[src/rtl/fau_pkg.sv]
package fau_pkg;

    localparam logic [5:0] OPC_SPECIAL = 6'd0;
    localparam logic [5:0] OPC_BNEG    = 6'd1;
    localparam logic [5:0] OPC_JUMP    = 6'd2;
    localparam logic [5:0] OPC_CALL    = 6'd3;
    localparam logic [5:0] OPC_BEQ     = 6'd4;
    localparam logic [5:0] OPC_BNE     = 6'd5;
    localparam logic [5:0] FN_JREG     = 6'd8;

    typedef enum logic [2:0] {
        FK_SEQ,
        FK_JUMP,
        FK_CALL,
        FK_JREG,
        FK_BNEG,
        FK_BEQ,
        FK_BNE
    } flow_kind_e;

    typedef struct packed {
        flow_kind_e  kind;
        logic [25:0] jfield;
        logic [15:0] disp;
    } flow_ctl_t;

    function automatic logic is_branch(input flow_kind_e k);
        return (k == FK_BNEG) || (k == FK_BEQ) || (k == FK_BNE);
    endfunction

endpackage

[src/rtl/fau_decode.sv]
module fau_decode
    import fau_pkg::*;
(
    input  logic [31:0] instr,
    output flow_ctl_t   ctl
);
    logic [5:0] opc;
    logic [5:0] fn;

    assign opc = instr[31:26];
    assign fn  = instr[5:0];

    always_comb begin
        ctl.jfield = instr[25:0];
        ctl.disp   = instr[15:0];
        unique case (opc)
            OPC_SPECIAL: ctl.kind = (fn == FN_JREG) ? FK_JREG : FK_SEQ;
            OPC_BNEG:    ctl.kind = FK_BNEG;
            OPC_JUMP:    ctl.kind = FK_JUMP;
            OPC_CALL:    ctl.kind = FK_CALL;
            OPC_BEQ:     ctl.kind = FK_BEQ;
            OPC_BNE:     ctl.kind = FK_BNE;
            default:     ctl.kind = FK_SEQ;
        endcase
    end
endmodule

[src/rtl/fau_cond.sv]
module fau_cond
    import fau_pkg::*;
#(
    parameter int XLEN = 32
) (
    input  flow_kind_e       kind,
    input  logic [XLEN-1:0]  a_val,
    input  logic [XLEN-1:0]  b_val,
    output logic             cond_ok
);
    logic same;

    assign same = (a_val == b_val);

    always_comb begin
        unique case (kind)
            FK_BNEG: cond_ok = a_val[XLEN-1];
            FK_BEQ:  cond_ok = same;
            FK_BNE:  cond_ok = !same;
            default: cond_ok = 1'b0;
        endcase
    end
endmodule

[src/rtl/fau_target.sv]
module fau_target
    import fau_pkg::*;
#(
    parameter int XLEN = 32,
    parameter int JBITS = 26,
    parameter int DBITS = 16
) (
    input  logic [XLEN-1:0] pc,
    input  flow_ctl_t       ctl,
    input  logic [XLEN-1:0] a_val,
    input  logic            cond_ok,
    output logic [XLEN-1:0] seq_pc,
    output logic [XLEN-1:0] nxt_pc,
    output logic            xfer
);
    localparam int REGION = XLEN - JBITS - 2;
    localparam int SEXT   = XLEN - DBITS - 2;

    logic [XLEN-1:0] jump_tgt;
    logic [XLEN-1:0] br_tgt;
    logic [XLEN-1:0] br_disp;

    assign seq_pc   = pc + XLEN'(4);
    assign jump_tgt = {seq_pc[XLEN-1 -: REGION], ctl.jfield, 2'b00};
    assign br_disp  = {{SEXT{ctl.disp[DBITS-1]}}, ctl.disp, 2'b00};
    assign br_tgt   = seq_pc + br_disp;

    always_comb begin
        nxt_pc = seq_pc;
        xfer   = 1'b0;
        unique case (ctl.kind)
            FK_JUMP, FK_CALL: begin
                nxt_pc = jump_tgt;
                xfer   = 1'b1;
            end
            FK_JREG: begin
                nxt_pc = a_val;
                xfer   = 1'b1;
            end
            FK_BNEG, FK_BEQ, FK_BNE: begin
                if (cond_ok) begin
                    nxt_pc = br_tgt;
                    xfer   = 1'b1;
                end
            end
            default: begin
                nxt_pc = seq_pc;
                xfer   = 1'b0;
            end
        endcase
    end
endmodule

[src/rtl/fetch_addr_unit.sv]
module fetch_addr_unit
    import fau_pkg::*;
#(
    parameter int          XLEN     = 32,
    parameter int          RAW      = 5,
    parameter logic [31:0] RESET_PC = 32'h0040_0000,
    parameter int          LINK_IDX = 31
) (
    input  logic            clk,
    input  logic            rst,
    input  logic            adv,
    input  logic [31:0]     instr,
    input  logic [XLEN-1:0] rs_val,
    input  logic [XLEN-1:0] rt_val,
    output logic [XLEN-1:0] pc_q,
    output logic            taken,
    output logic            link_we,
    output logic [RAW-1:0]  link_reg,
    output logic [XLEN-1:0] link_val
);
    localparam int JBITS = 26;
    localparam int DBITS = 16;

    flow_ctl_t       ctl;
    logic            cond_ok;
    logic            xfer;
    logic [XLEN-1:0] seq_pc;
    logic [XLEN-1:0] nxt_pc;

    fau_decode u_decode (
        .instr (instr),
        .ctl   (ctl)
    );

    fau_cond #(.XLEN(XLEN)) u_cond (
        .kind    (ctl.kind),
        .a_val   (rs_val),
        .b_val   (rt_val),
        .cond_ok (cond_ok)
    );

    fau_target #(.XLEN(XLEN), .JBITS(JBITS), .DBITS(DBITS)) u_target (
        .pc      (pc_q),
        .ctl     (ctl),
        .a_val   (rs_val),
        .cond_ok (cond_ok),
        .seq_pc  (seq_pc),
        .nxt_pc  (nxt_pc),
        .xfer    (xfer)
    );

    always_ff @(posedge clk) begin
        if (rst)      pc_q <= XLEN'(RESET_PC);
        else if (adv) pc_q <= nxt_pc;
    end

    assign taken    = adv && !rst && xfer;
    assign link_we  = adv && !rst && (ctl.kind == FK_CALL);
    assign link_reg = RAW'(LINK_IDX);
    assign link_val = seq_pc;

    // without the strobe the counter does not move
    p_hold_r2: assert property (@(posedge clk) disable iff (rst)
        !adv |=> $stable(pc_q));

    // a redirect or link request only occurs while advancing
    p_strobe_r2: assert property (@(posedge clk) disable iff (rst)
        (taken || link_we) |-> adv);

    // no redirect means the following word
    p_seq_r3: assert property (@(posedge clk) disable iff (rst)
        (adv && !taken) |=> pc_q == $past(pc_q) + XLEN'(4));

    // a link request lands on the word address carried by the call
    p_call_r5: assert property (@(posedge clk) disable iff (rst)
        link_we |=> pc_q[JBITS+1:2] == $past(instr[JBITS-1:0]));

    // register jump takes the rs operand
    p_jreg_r6: assert property (@(posedge clk) disable iff (rst)
        (adv && instr[31:26] == OPC_SPECIAL && instr[5:0] == FN_JREG)
        |=> pc_q == $past(rs_val));

    // equal operands always redirect on opcode 4
    p_beq_r8: assert property (@(posedge clk) disable iff (rst)
        (adv && instr[31:26] == OPC_BEQ && rs_val == rt_val) |-> taken);

    // equal operands never redirect on opcode 5
    p_bne_r9: assert property (@(posedge clk) disable iff (rst)
        (adv && instr[31:26] == OPC_BNE && rs_val == rt_val) |-> !taken);

endmodule

[config.mk]
export PLATFORM = sky130hd
export DESIGN_NAME = fetch_addr_unit
export DESIGN_NICKNAME = d
export VERILOG_FILES = /design/src/rtl/fau_pkg.sv /design/src/rtl/fau_decode.sv /design/src/rtl/fau_cond.sv /design/src/rtl/fau_target.sv /design/src/rtl/fetch_addr_unit.sv
export SDC_FILE = /design/constraint.sdc
export NUM_CORES = 1
export LEC_CHECK = 0
export CORE_MARGIN = 2
export CORE_UTILIZATION = 50
export DETAILED_ROUTE_END_ITERATION = 10
export GPL_TIMING_DRIVEN = 0
export PLACE_DENSITY = 0.87
export SETUP_SLACK_MARGIN = 0.2
export SYNTH_ARGS = -nofsm -noshare
export SYNTH_HDL_FRONTEND = slang
export SYNTH_HIERARCHICAL = 1
export SYNTH_SLANG_ARGS = --single-unit
[constraint.sdc]
create_clock -name clk -period 10.93 [get_ports clk]
set_clock_uncertainty 0.2 [all_clocks]
set_input_delay 3.279 -clock clk [delete_from_list [all_inputs] [get_ports clk]]
set_output_delay 3.279 -clock clk [all_outputs]
set_load 0.02 [all_outputs]
==> metrics, run 1 <==
Remaining DRCs 0; status finished, final reports clean; Setup crit end kind output pin; Core ar. 9330 um^2; unrepaired setup endpoints after global routing false; GRT Resource Usage Total 34.1%; Post-synth EDFFs 0; routing usage on met1 44.1%; Synth top area share 13.2%; top cells by area, synth dfxtp_1, ha_1, buf_4, xor2_1, mux2i_1; Synth Register Bits 32; # hold bufs at CTS 0; worst-margin pin slew 0.836 ns; IO Port Bufs 142; Synth Cell Area 4850 um^2; mean routed wirelength per cell 20.3 um; Final Util 70.2%; Final Setup Violations 0; most flop-heavy register pc_q; DIE HEIGHT 103 um; clock latency on the worst-skew pair 0.29 ns; Diodes inserted 0; global-route wire length before repair 27,400 um; hold path startpoint pc_q[1]; Vias 5,422; M2 GR Usage 56.2%; yosys warns 6; final wirelength 18,200 um; minimum clock period 10.56 ns; initial antenna violation count 0; pin count of the biggest net entering global routing 20; Final WS setup 0.366 ns; Post-Syn Instances 613; Routed Antenna Nets 0; reg2reg start pc_q[2]; number of global-route vias before repair 5,234; Critical Setup Path Class in2out; TNS Setup 0 ns; share of cells above drive strength 1 12.8%; Remaining Overflow, GRT 0; H-tree depth 2; Avg Cell Area, Syn 7.92 um^2; CTS sink cnt 32; Async S/R FF share, synth 0%; DRT Pass-1 Iters 5; fin nets 900; Fin. Hold Viols 0; Pleak 2.73 nW; Peak VDD IR 0.0490 mV; Max Cap Viol 0; pre-CTS WS 0.231 ns; Synth Flop Type dfxtp_1; Startpoint Class input pin; Die X 103 um; cts bufs inserted 5; Rows 35; global routing's busiest layer met2; number of setup buffers added after CTS 0; fill count 811; worst-path fanout max 10; die area 10,500 um^2; dpl cells 888; TritonCTS clock tree built; clock slew at reported path FFs 0.08 ns; Power Dens Cells 63.8 nW/um^2; final worst path period share 96.7%; library cells used by synthesis 79; Worst EP required 7.45 ns; max reg flops 32; Root Buffer clkbuf_8; Critical path origin rs_val[25]; initial DRC count 435; post-synthesis sequential area ratio 13.2%; top flop regs pc_q (32); crit path DAT 7.09 ns; met3 usage in global routing 6.44%; I/O pin cnt 170; fmax 94.7 MHz; Placer Congestion 0.965; initial core utilization 52.0%; Rel. slew slack 44.0%; non-filler cells, final 896; Hold Path Class reg2reg; Yosys top cell by area dfxtp_1; Slew Limit Fails 0; post-detail-place hpwl 14,700 um; routed vias/inst 6.05; clk buf depth 2; synthesis-to-finish area growth 35.0%
-- metrics by stage --
stage / area [um^2] / hold slack (ns) / power [W]
3_3_place_gp: 6450 / 0.330 / 0.000313
3_5_place_dp: 6450 / 0.337 / 0.000315
2_1_floorplan: 4870 / 0.405 / 0.000239
5_1_grt: 6550 / 0.374 / 0.000438
6_report: 6550 / 0.353 / 0.000418
4_1_cts: 6540 / 0.350 / 0.000415
-- logic make-up (layout without fill, tap and decap cells) --
logic type / count (synthesis) / after routing / share of synthesized area [%]
compound gates: 154 / 154 / 23.1
fa+ha+maj: 35 / 35 / 9.18
mux: 35 / 35 / 7.25
buf+inv: 90 / 240 / 12.1
flops: 32 / 32 / 13.2
xor+xnor: 81 / 81 / 14.8
simple gates: 185 / 185 / 20.3
other cells: 1 / 5 / 0.0773
-- cell type report --
type / instances / area [um^2] / share of cell area [%]
inverter: 17 / 63.8 / 0.974
clock buffer: 6 / 82.6 / 1.26
clock inverter: 2 / 10.0 / 0.153
timing repair buffer: 142 / 1420 / 21.7
sequential: 32 / 641 / 9.78
tap: 129 / 161 / 2.46
multi-input combinational: 495 / 3650 / 55.7
buffer: 73 / 524 / 8.00
-- worst max-delay path: stages --
cell and delay, ns:
clkdlybuf4s50_1 0.47, xor2_1 0.18, nor4_1 0.51, nand4_1 0.25
o221ai_1 0.26, o31ai_2 0.17, nand3_2 0.25, and2_1 0.17
buf_2 0.30, clkinv_1 0.38, and3b_1 0.32, clkdlybuf4s50_1 0.54
-- worst paths after layout --
kind | end | slack (ns) | cells after the start
hold reg to reg | pc_q[1] | 0.35 | 2
hold / removal | pc_q[1] | 0.35 | 2
setup / recovery | taken | 0.37 | 12
setup reg to reg | pc_q[29] | 6.16 | 17
-- per-layer routing --
metal | vias up | routed length [um]
met5 | - | 0
met4 | 0 | 646
met3 | 61 | 1940
met2 | 333 | 8350
met1 | 2507 | 7270
li1 | 2521 | -
-- power breakdown --
| part | switching (W) | internal, W | leakage [nW] |
|---|---|---|---|
| sequential | 0.00000589 | 0.000120 | 0.259 |
| clock | 0.0000504 | 0.0000504 | 0.0510 |
| combinational | 0.0000974 | 0.0000941 | 2.42 |
| total | 0.000154 | 0.000264 | 2.73 |
-- layout by cell type, fill, tap and decap left out, types with 16 or more instances in the layout --
cell type        count
nand2_1             36
clkdlybuf4s50_1    142
nor2_1              54
dfxtp_1             32
ha_1                34
o21ai_0             30
a222oi_1            18
buf_4               49
mux2i_1             34
nand3_1             19
xnor2_1             38
inv_1               16
xor2_1              42
a21oi_1             27
-- repair_timing --
item | in CTS | in global routing
resized for setup | 0 | 2
hold endpoints to repair | 0 | 0
endpoints found under the setup margin | 0 | 1
-- cells in the mapped netlist (4+ instances only) --
| cell | count |
|---|---|
| buf_2 | 8 |
| and3_1 | 12 |
| nand3_1 | 20 |
| a21oi_1 | 27 |
| o21ai_1 | 6 |
| ha_1 | 34 |
| and2_1 | 6 |
| nor3b_1 | 4 |
| nor4_1 | 5 |
| xnor2_1 | 38 |
| nor3_1 | 4 |
| nand4_1 | 9 |
| mux2i_1 | 34 |
| clkbuf_1 | 12 |
| a222oi_1 | 18 |
| o21ai_0 | 30 |
| o22ai_1 | 6 |
| inv_1 | 16 |
| nand2_1 | 36 |
| xor2_1 | 42 |
| o31ai_1 | 7 |
| buf_4 | 49 |
| nor2_1 | 54 |
| a21o_1 | 8 |
| dfxtp_1 | 32 |
| nor2b_1 | 6 |
| and4_1 | 5 |
| nor4_2 | 4 |
(Power assumes the default switching activity.)
==> run 2, diff against run 1 <==
--- a/config.mk
+++ b/config.mk
@@ -5,11 +5,12 @@
 export SDC_FILE = /design/constraint.sdc
 export NUM_CORES = 1
 export LEC_CHECK = 0
+export ABC_AREA = 0
 export CORE_MARGIN = 2
 export CORE_UTILIZATION = 50
 export DETAILED_ROUTE_END_ITERATION = 10
 export GPL_TIMING_DRIVEN = 0
-export PLACE_DENSITY = 0.87
+export PLACE_DENSITY_LB_ADDON = 0.05
 export SETUP_SLACK_MARGIN = 0.2
 export SYNTH_ARGS = -nofsm -noshare
 export SYNTH_HDL_FRONTEND = slang
==> run 2 against run 1 <==
Compared with the run above: critical path depth did not move; power rose by 3.9%; cell count did not move; maximum frequency barely moved; non-clock buffer count did not move; global-route usage fell by 1.0 points; hold slack barely moved; design area rose by 0.36%; flip-flop and latch count did not move; clock power rose by 19%.
==> metrics, run 2 (synthesized netlist as in run 1, its figures left out) <==
status finished, final reports clean; Final Util 70.5% (+0.25 points); GRT Resource Usage Total 33.1% (-1.0 points); Vias 5,430 (+0.15%); Critical path origin rs_val[17]; Slew Limit Fails 0 (unchanged); hold path depth 2 (unchanged); max reg flops 32 (unchanged); Critical Setup Path Class in2out; CTS sink cnt 32 (unchanged); initial core utilization 52.0% (unchanged); Final Setup Violations 0 (unchanged); clock slew at reported path FFs 0.08 ns (about the same); reg2reg path depth 17 (unchanged); Hold Path Class reg2reg; Remaining DRCs 0 (unchanged); number of global-route vias before repair 5,346 (+2.1%); Routed Antenna Nets 0 (unchanged); global-route wire length before repair 26,800 um (-2.0%); share of cells above drive strength 1 12.9% (+0.13 points); CP endpoint taken; minimum clock period 10.56 ns (-0.00529 ns); final wirelength 17,900 um (-1.8%); Pleak 2.74 nW (+0.18%); worst-margin pin slew 0.919 ns (+0.0838 ns); IO Port Bufs 142 (unchanged); clk buf depth 2 (unchanged); worst-path fanout max 10 (unchanged); Rel. slew slack 38.4% (-5.6 points); unrepaired setup endpoints after global routing false; post-detail-place hpwl 14,300 um (-3.3%); Detail Route met3 WL 1530 um (-21%); cts bufs inserted 5 (unchanged); Fin. Hold Viols 0 (unchanged); fin nets 900 (unchanged); most flop-heavy register pc_q; fill count 800 (-1.4%); clock latency on the worst-skew pair 0.30 ns (about the same); DRT Pass-1 Iters 7 (+2); Peak VDD IR 0.0600 mV (+22%); Die X 103 um (unchanged); initial antenna violation count 0 (unchanged); Worst EP required 7.45 ns (about the same); Power Dens Cells 66.1 nW/um^2 (+3.5%); die area 10,500 um^2 (unchanged); Max Cap Viol 0 (unchanged); fmax 94.7 MHz (about the same); most frequent cells in the layout clkdlybuf4s50_1, nor2_1, buf_4; Placer Congestion 0.941 (-2.5%); Rows 35 (unchanged); synthesis-to-finish area growth 35.5%; Remaining Overflow, GRT 0 (unchanged); top flop regs pc_q (32); Startpoint Class input pin; TNS Setup 0 ns (unchanged); # hold bufs at CTS 0 (unchanged); Root Buffer clkbuf_8; Reg-to-Reg End pc_q[29]; initial DRC count 370 (-15%); most common cell after layout, fill and taps aside clkdlybuf4s50_1; Core ar. 9330 um^2 (unchanged); TritonCTS clock tree built; DIE HEIGHT 103 um (unchanged); mean routed wirelength per cell 20.0 um (-1.8%); I/O pin cnt 170 (unchanged); setup slack, reg-to-reg 6.24 ns (+0.08 ns); Setup crit end kind output pin; H-tree depth 2 (unchanged); Highest Signal Layer met4; reg2reg start pc_q[2]; crit path DAT 7.08 ns (about the same); pin count of the biggest net entering global routing 20 (unchanged); Diodes inserted 0 (unchanged); wl on met1 7090 um (-2.4%); met2 routed WL 8310 um (-0.54%); final worst path period share 96.6% (about the same); routed vias/inst 6.06 (+0.15%)
## run 2: how the worst min path moves through the flow
stage,start,end,slack (ns)
CTS,pc_q[1],pc_q[1],0.36
global placement,pc_q[0],pc_q[0],0.33
detailed placement,pc_q[1],pc_q[1],0.35
global route,pc_q[1],pc_q[1],0.38
finish,pc_q[1],pc_q[1],0.35
floorplan,pc_q[31],pc_q[31],0.40
## run 2: what timing repair did
item | 4_1_cts | 5_1_grt
resized for setup | 1 | 2
setup buffers | 0 | 0
pin swaps | 0 | 0
setup endpoints to repair | 1 | 1
## run 2: layer usage
metal	track usage, %	vias up
met2	54.2	312
met3	4.81	69
met1	40.9	2525
met4	20.4	0
li1	-	2524
met5	0	-
## run 2: metrics by stage
step | hold WS (ns) | total power [W] | cell area, um^2 | setup slack, ns | instances
floorplan | 0.405 | 0.000239 | 4870 | 2.02 | 617
global placement | 0.326 | 0.000309 | 6450 | 0.280 | 888
detailed placement | 0.346 | 0.000313 | 6450 | 0.149 | 888
CTS | 0.357 | 0.000432 | 6570 | 0.337 | 896
global route | 0.377 | 0.000454 | 6580 | 0.238 | 896
finish | 0.353 | 0.000435 | 6580 | 0.371 | 896
## run 2: area by class of cell
| type | instances | area [um^2] | area share (%) |
|---|---|---|---|
| multi-input cells | 495 | 3650 | 55.6 |
| repair buffers | 142 | 1420 | 21.6 |
| flip-flops and latches | 32 | 641 | 9.74 |
| plain buffers | 73 | 524 | 7.97 |
| well taps | 129 | 161 | 2.45 |
| clock buffers | 5 | 68.8 | 1.05 |
| inverters | 17 | 63.8 | 0.970 |
| clock inverters | 3 | 42.5 | 0.647 |
## run 2: power breakdown
part	switching, W	internal, W	leakage [nW]	total [W]
logic	0.0000946	0.0000943	2.43	0.000189
clock network	0.0000525	0.0000675	0.0541	0.000120
registers	0.00000566	0.000120	0.259	0.000126
total	0.000153	0.000282	2.74	0.000435
## run 2: critical path, stage by stage
cell	delay, ns
clkdlybuf4s50_1	0.53
xor2_1	0.20
nor4_1	0.51
nand4_1	0.23
o221ai_1	0.26
o31ai_2	0.17
nand3_2	0.24
and2_1	0.16
buf_2	0.27
clkinv_1	0.36
and3b_1	0.31
clkdlybuf4s50_1	0.55
==> run 3, diff against run 2 <==
--- a/config.mk
+++ b/config.mk
@@ -7,7 +7,8 @@
 export LEC_CHECK = 0
 export ABC_AREA = 0
 export CORE_MARGIN = 2
-export CORE_UTILIZATION = 50
+export CORE_UTILIZATION = 47
+export CTS_CLUSTER_DIAMETER = 100
 export DETAILED_ROUTE_END_ITERATION = 10
 export GPL_TIMING_DRIVEN = 0
 export PLACE_DENSITY_LB_ADDON = 0.05
==> constraint.sdc (replaced) <==
create_clock -name clk -period 10.88 [get_ports clk]
set_clock_uncertainty 0.2 [all_clocks]
set_input_delay 3.264 -clock clk [delete_from_list [all_inputs] [get_ports clk]]
set_output_delay 3.264 -clock clk [all_outputs]
set_load 0.02 [all_outputs]
==> run 3 against run 2 <==
Compared with the run above: critical path depth is 1 higher; sequential power hardly changed; critical path type unchanged; combinational power hardly changed; first-iteration DRC count is 6.2% lower; largest cell class unchanged; count of clock-buffer cells in the layout is 3 higher; non-clock buffer count stayed put; power is 3.9% lower.
==> metrics, run 3 (synthesized netlist as in run 1, its figures left out) <==
status finished, final reports clean; reg2reg path depth 17 (unchanged); fill count 928 (+16%); Root Buffer clkbuf_8; fmax 94.4 MHz; GRT Resource Usage Total 31.3% (-1.8 points); Critical path origin instr[5]; pin count of the biggest net entering global routing 20 (unchanged); Reg power frac 30.1% (+1.2 points); worst-margin pin slew 0.923 ns (+0.00398 ns); unrepaired setup endpoints after global routing false; Max Cap Viol 0 (unchanged); clock latency on the worst-skew pair 0.30 ns (about the same); max reg flops 32 (unchanged); worst hold slack 0.364 ns (+0.0116 ns); delay-heaviest family, CP buffers and inverters; minimum clock period 10.59 ns; power share of the clock group 24.7% (-2.9 points); setup slack, reg-to-reg 6.02 ns (-0.22 ns); IO Port Bufs 142 (unchanged); Power Dens Cells 63.7 nW/um^2 (-3.6%); clock slew at reported path FFs 0.08 ns (about the same); Diodes inserted 0 (unchanged); Remaining DRCs 0 (unchanged); Int Power 0.000267 W (-5.3%); CP cell instances clkdlybuf4s50_1 > nor4b_2 > and3_1 > o211a_1 > inv_1 > o211ai_1 > o31ai_1 > nand3_2 > and2_1 > buf_2 > clkinvlp_4 > and3b_1 > clkdlybuf4s50_1; Fin. Hold Viols 0 (unchanged); number of setup buffers added after CTS 0 (unchanged); Setup crit end kind output pin; placed cell area 6460 um^2 (+0.14%); most common cell after layout, fill and taps aside clkdlybuf4s50_1; crit-path most repeated cell clkdlybuf4s50_1; TNS Setup 0 ns (unchanged); Core ar. 10,200 um^2 (+9.2%); TritonCTS clock tree built; Critical Setup Path Class in2out; Startpoint Class input pin; wl on met1 7690 um (+8.4%); critical path's slowest cell o31ai_1; Hold Path Class reg2reg; mean routed wirelength per cell 20.1 um (+0.68%); Combinational Power Share 45.2% (+1.7 points); Reg-to-Reg End pc_q[29]; Psw 0.000151 W (-1.2%); Remaining Overflow, GRT 0 (unchanged); routed vias/inst 5.89 (-2.7%); Rel. slew slack 38.1% (-0.27 points); reg2reg start pc_q[2]; DIE HEIGHT 106 um (+3.0%); worst-path fanout max 10 (unchanged); number of global-route vias before repair 5,103 (-4.5%); most flop-heavy register pc_q; fin nets 900 (unchanged); initial core utilization 47.6% (-4.4 points); Placer Congestion 0.918 (-2.4%); Routed Antenna Nets 0 (unchanged); synthesis-to-finish area growth 35.1%; Final Setup Violations 0 (unchanged); Rows 37 (+5.7%); crit path DAT 7.13 ns (+0.05 ns); global-route wire length before repair 27,400 um (+2.3%); I/O pin cnt 170 (unchanged); Slew Limit Fails 0 (unchanged); final worst path period share 97.4%; WP buf/inv 5 (+1); Detail Route met3 WL 1390 um (-8.8%); Vias 5,323 (-2.0%); initial DRC count 347 (-6.2%); CP max stage delay 0.66 ns (+0.11 ns); CTS sink cnt 32 (unchanged); die area 11,200 um^2 (+6.1%); final wirelength 18,100 um (+1.5%); Switching Fraction 36.1% (+0.96 points); Die X 106 um (+3.0%); initial antenna violation count 0 (unchanged); Peak VDD IR 0.0494 mV (-18%); clk buf depth 2 (unchanged); cts bufs inserted 5 (unchanged); met2 routed WL 8570 um (+3.2%); WP depth 13 (+1); CP endpoint taken; DRT Pass-1 Iters 6 (-1); top flop regs pc_q (32); most frequent cells in the layout clkdlybuf4s50_1, nor2_1, buf_4; Pleak 2.72 nW (-0.53%); Highest Signal Layer met4; share of cells above drive strength 1 12.5% (-0.39 points); post-detail-place hpwl 14,400 um (+0.77%); H-tree depth 2 (unchanged); Worst EP required 7.42 ns (-0.03 ns); post-route cell area 6560 um^2 (-0.29%)
[run 3: cell count changes in the layout (fill, tap and decap cells not counted)]
cell / change
bufinv_16: -1
clkbuf_1: +2
clkbuf_8: +1
clkinv_1: -1
clkinv_2: -1
nor3b_1: +1
nor3b_2: -1
o31ai_1: +1
o31ai_2: -1
[run 3: worst min path at each step]
stage	startpoint	to	slack [ns]	depth (start not counted)
final	pc_q[1]	pc_q[1]	0.36	2
after global routing	pc_q[1]	pc_q[1]	0.39	2
after CTS	pc_q[1]	pc_q[1]	0.37	2
after detailed placement	pc_q[24]	pc_q[24]	0.35	2
after global placement	pc_q[0]	pc_q[0]	0.34	2
after floorplan	pc_q[31]	pc_q[31]	0.40	2
[run 3: timing repair]
item / in CTS / in global routing
setup endpoints to repair: 0 / 1
resized for setup: 0 / 2
hold buffers: 0 / 0
[run 3: cell type report]
class	instances	area (um^2)	area share [%]
clock buffer	8	90.1	1.37
tap	136	170	2.59
timing repair buffer	142	1420	21.7
sequential	32	641	9.77
multi-input combinational	495	3640	55.6
buffer	73	524	7.99
inverter	17	67.6	1.03
[run 3: power by group through the flow]
stage / combinational, W / clock (W) / sequential, W
2_1_floorplan: 0.000108 / 0 / 0.000131
3_3_place_gp: 0.000184 / 0 / 0.000128
3_5_place_dp: 0.000186 / 0 / 0.000128
4_1_cts: 0.000187 / 0.000105 / 0.000126
5_1_grt: 0.000202 / 0.000111 / 0.000127
6_report: 0.000189 / 0.000103 / 0.000126
[run 3: worst min-delay path: stages (launching register included)]
cell	delay, ns
dfxtp_1	0.34
mux2i_1	0.14
nor2_1	0.05
[run 3: metrics by stage]
step	power, W	worst slack (ns)	cells	util, %
6_report	0.000418	0.285	903	64.4
5_1_grt	0.000439	0.180	903	64.4
4_1_cts	0.000418	0.249	903	64.3
3_5_place_dp	0.000314	0.289	895	63.4
3_3_place_gp	0.000312	0.319	895	63.4
2_1_floorplan	0.000240	2.00	617	-
[run 3: routing by layer]
metal,vias to the layer above,GRT usage [%]
li1,2517,-
met1,2532,40.4
met2,238,53.6
met3,36,4.39
met4,0,10.3
met5,-,0
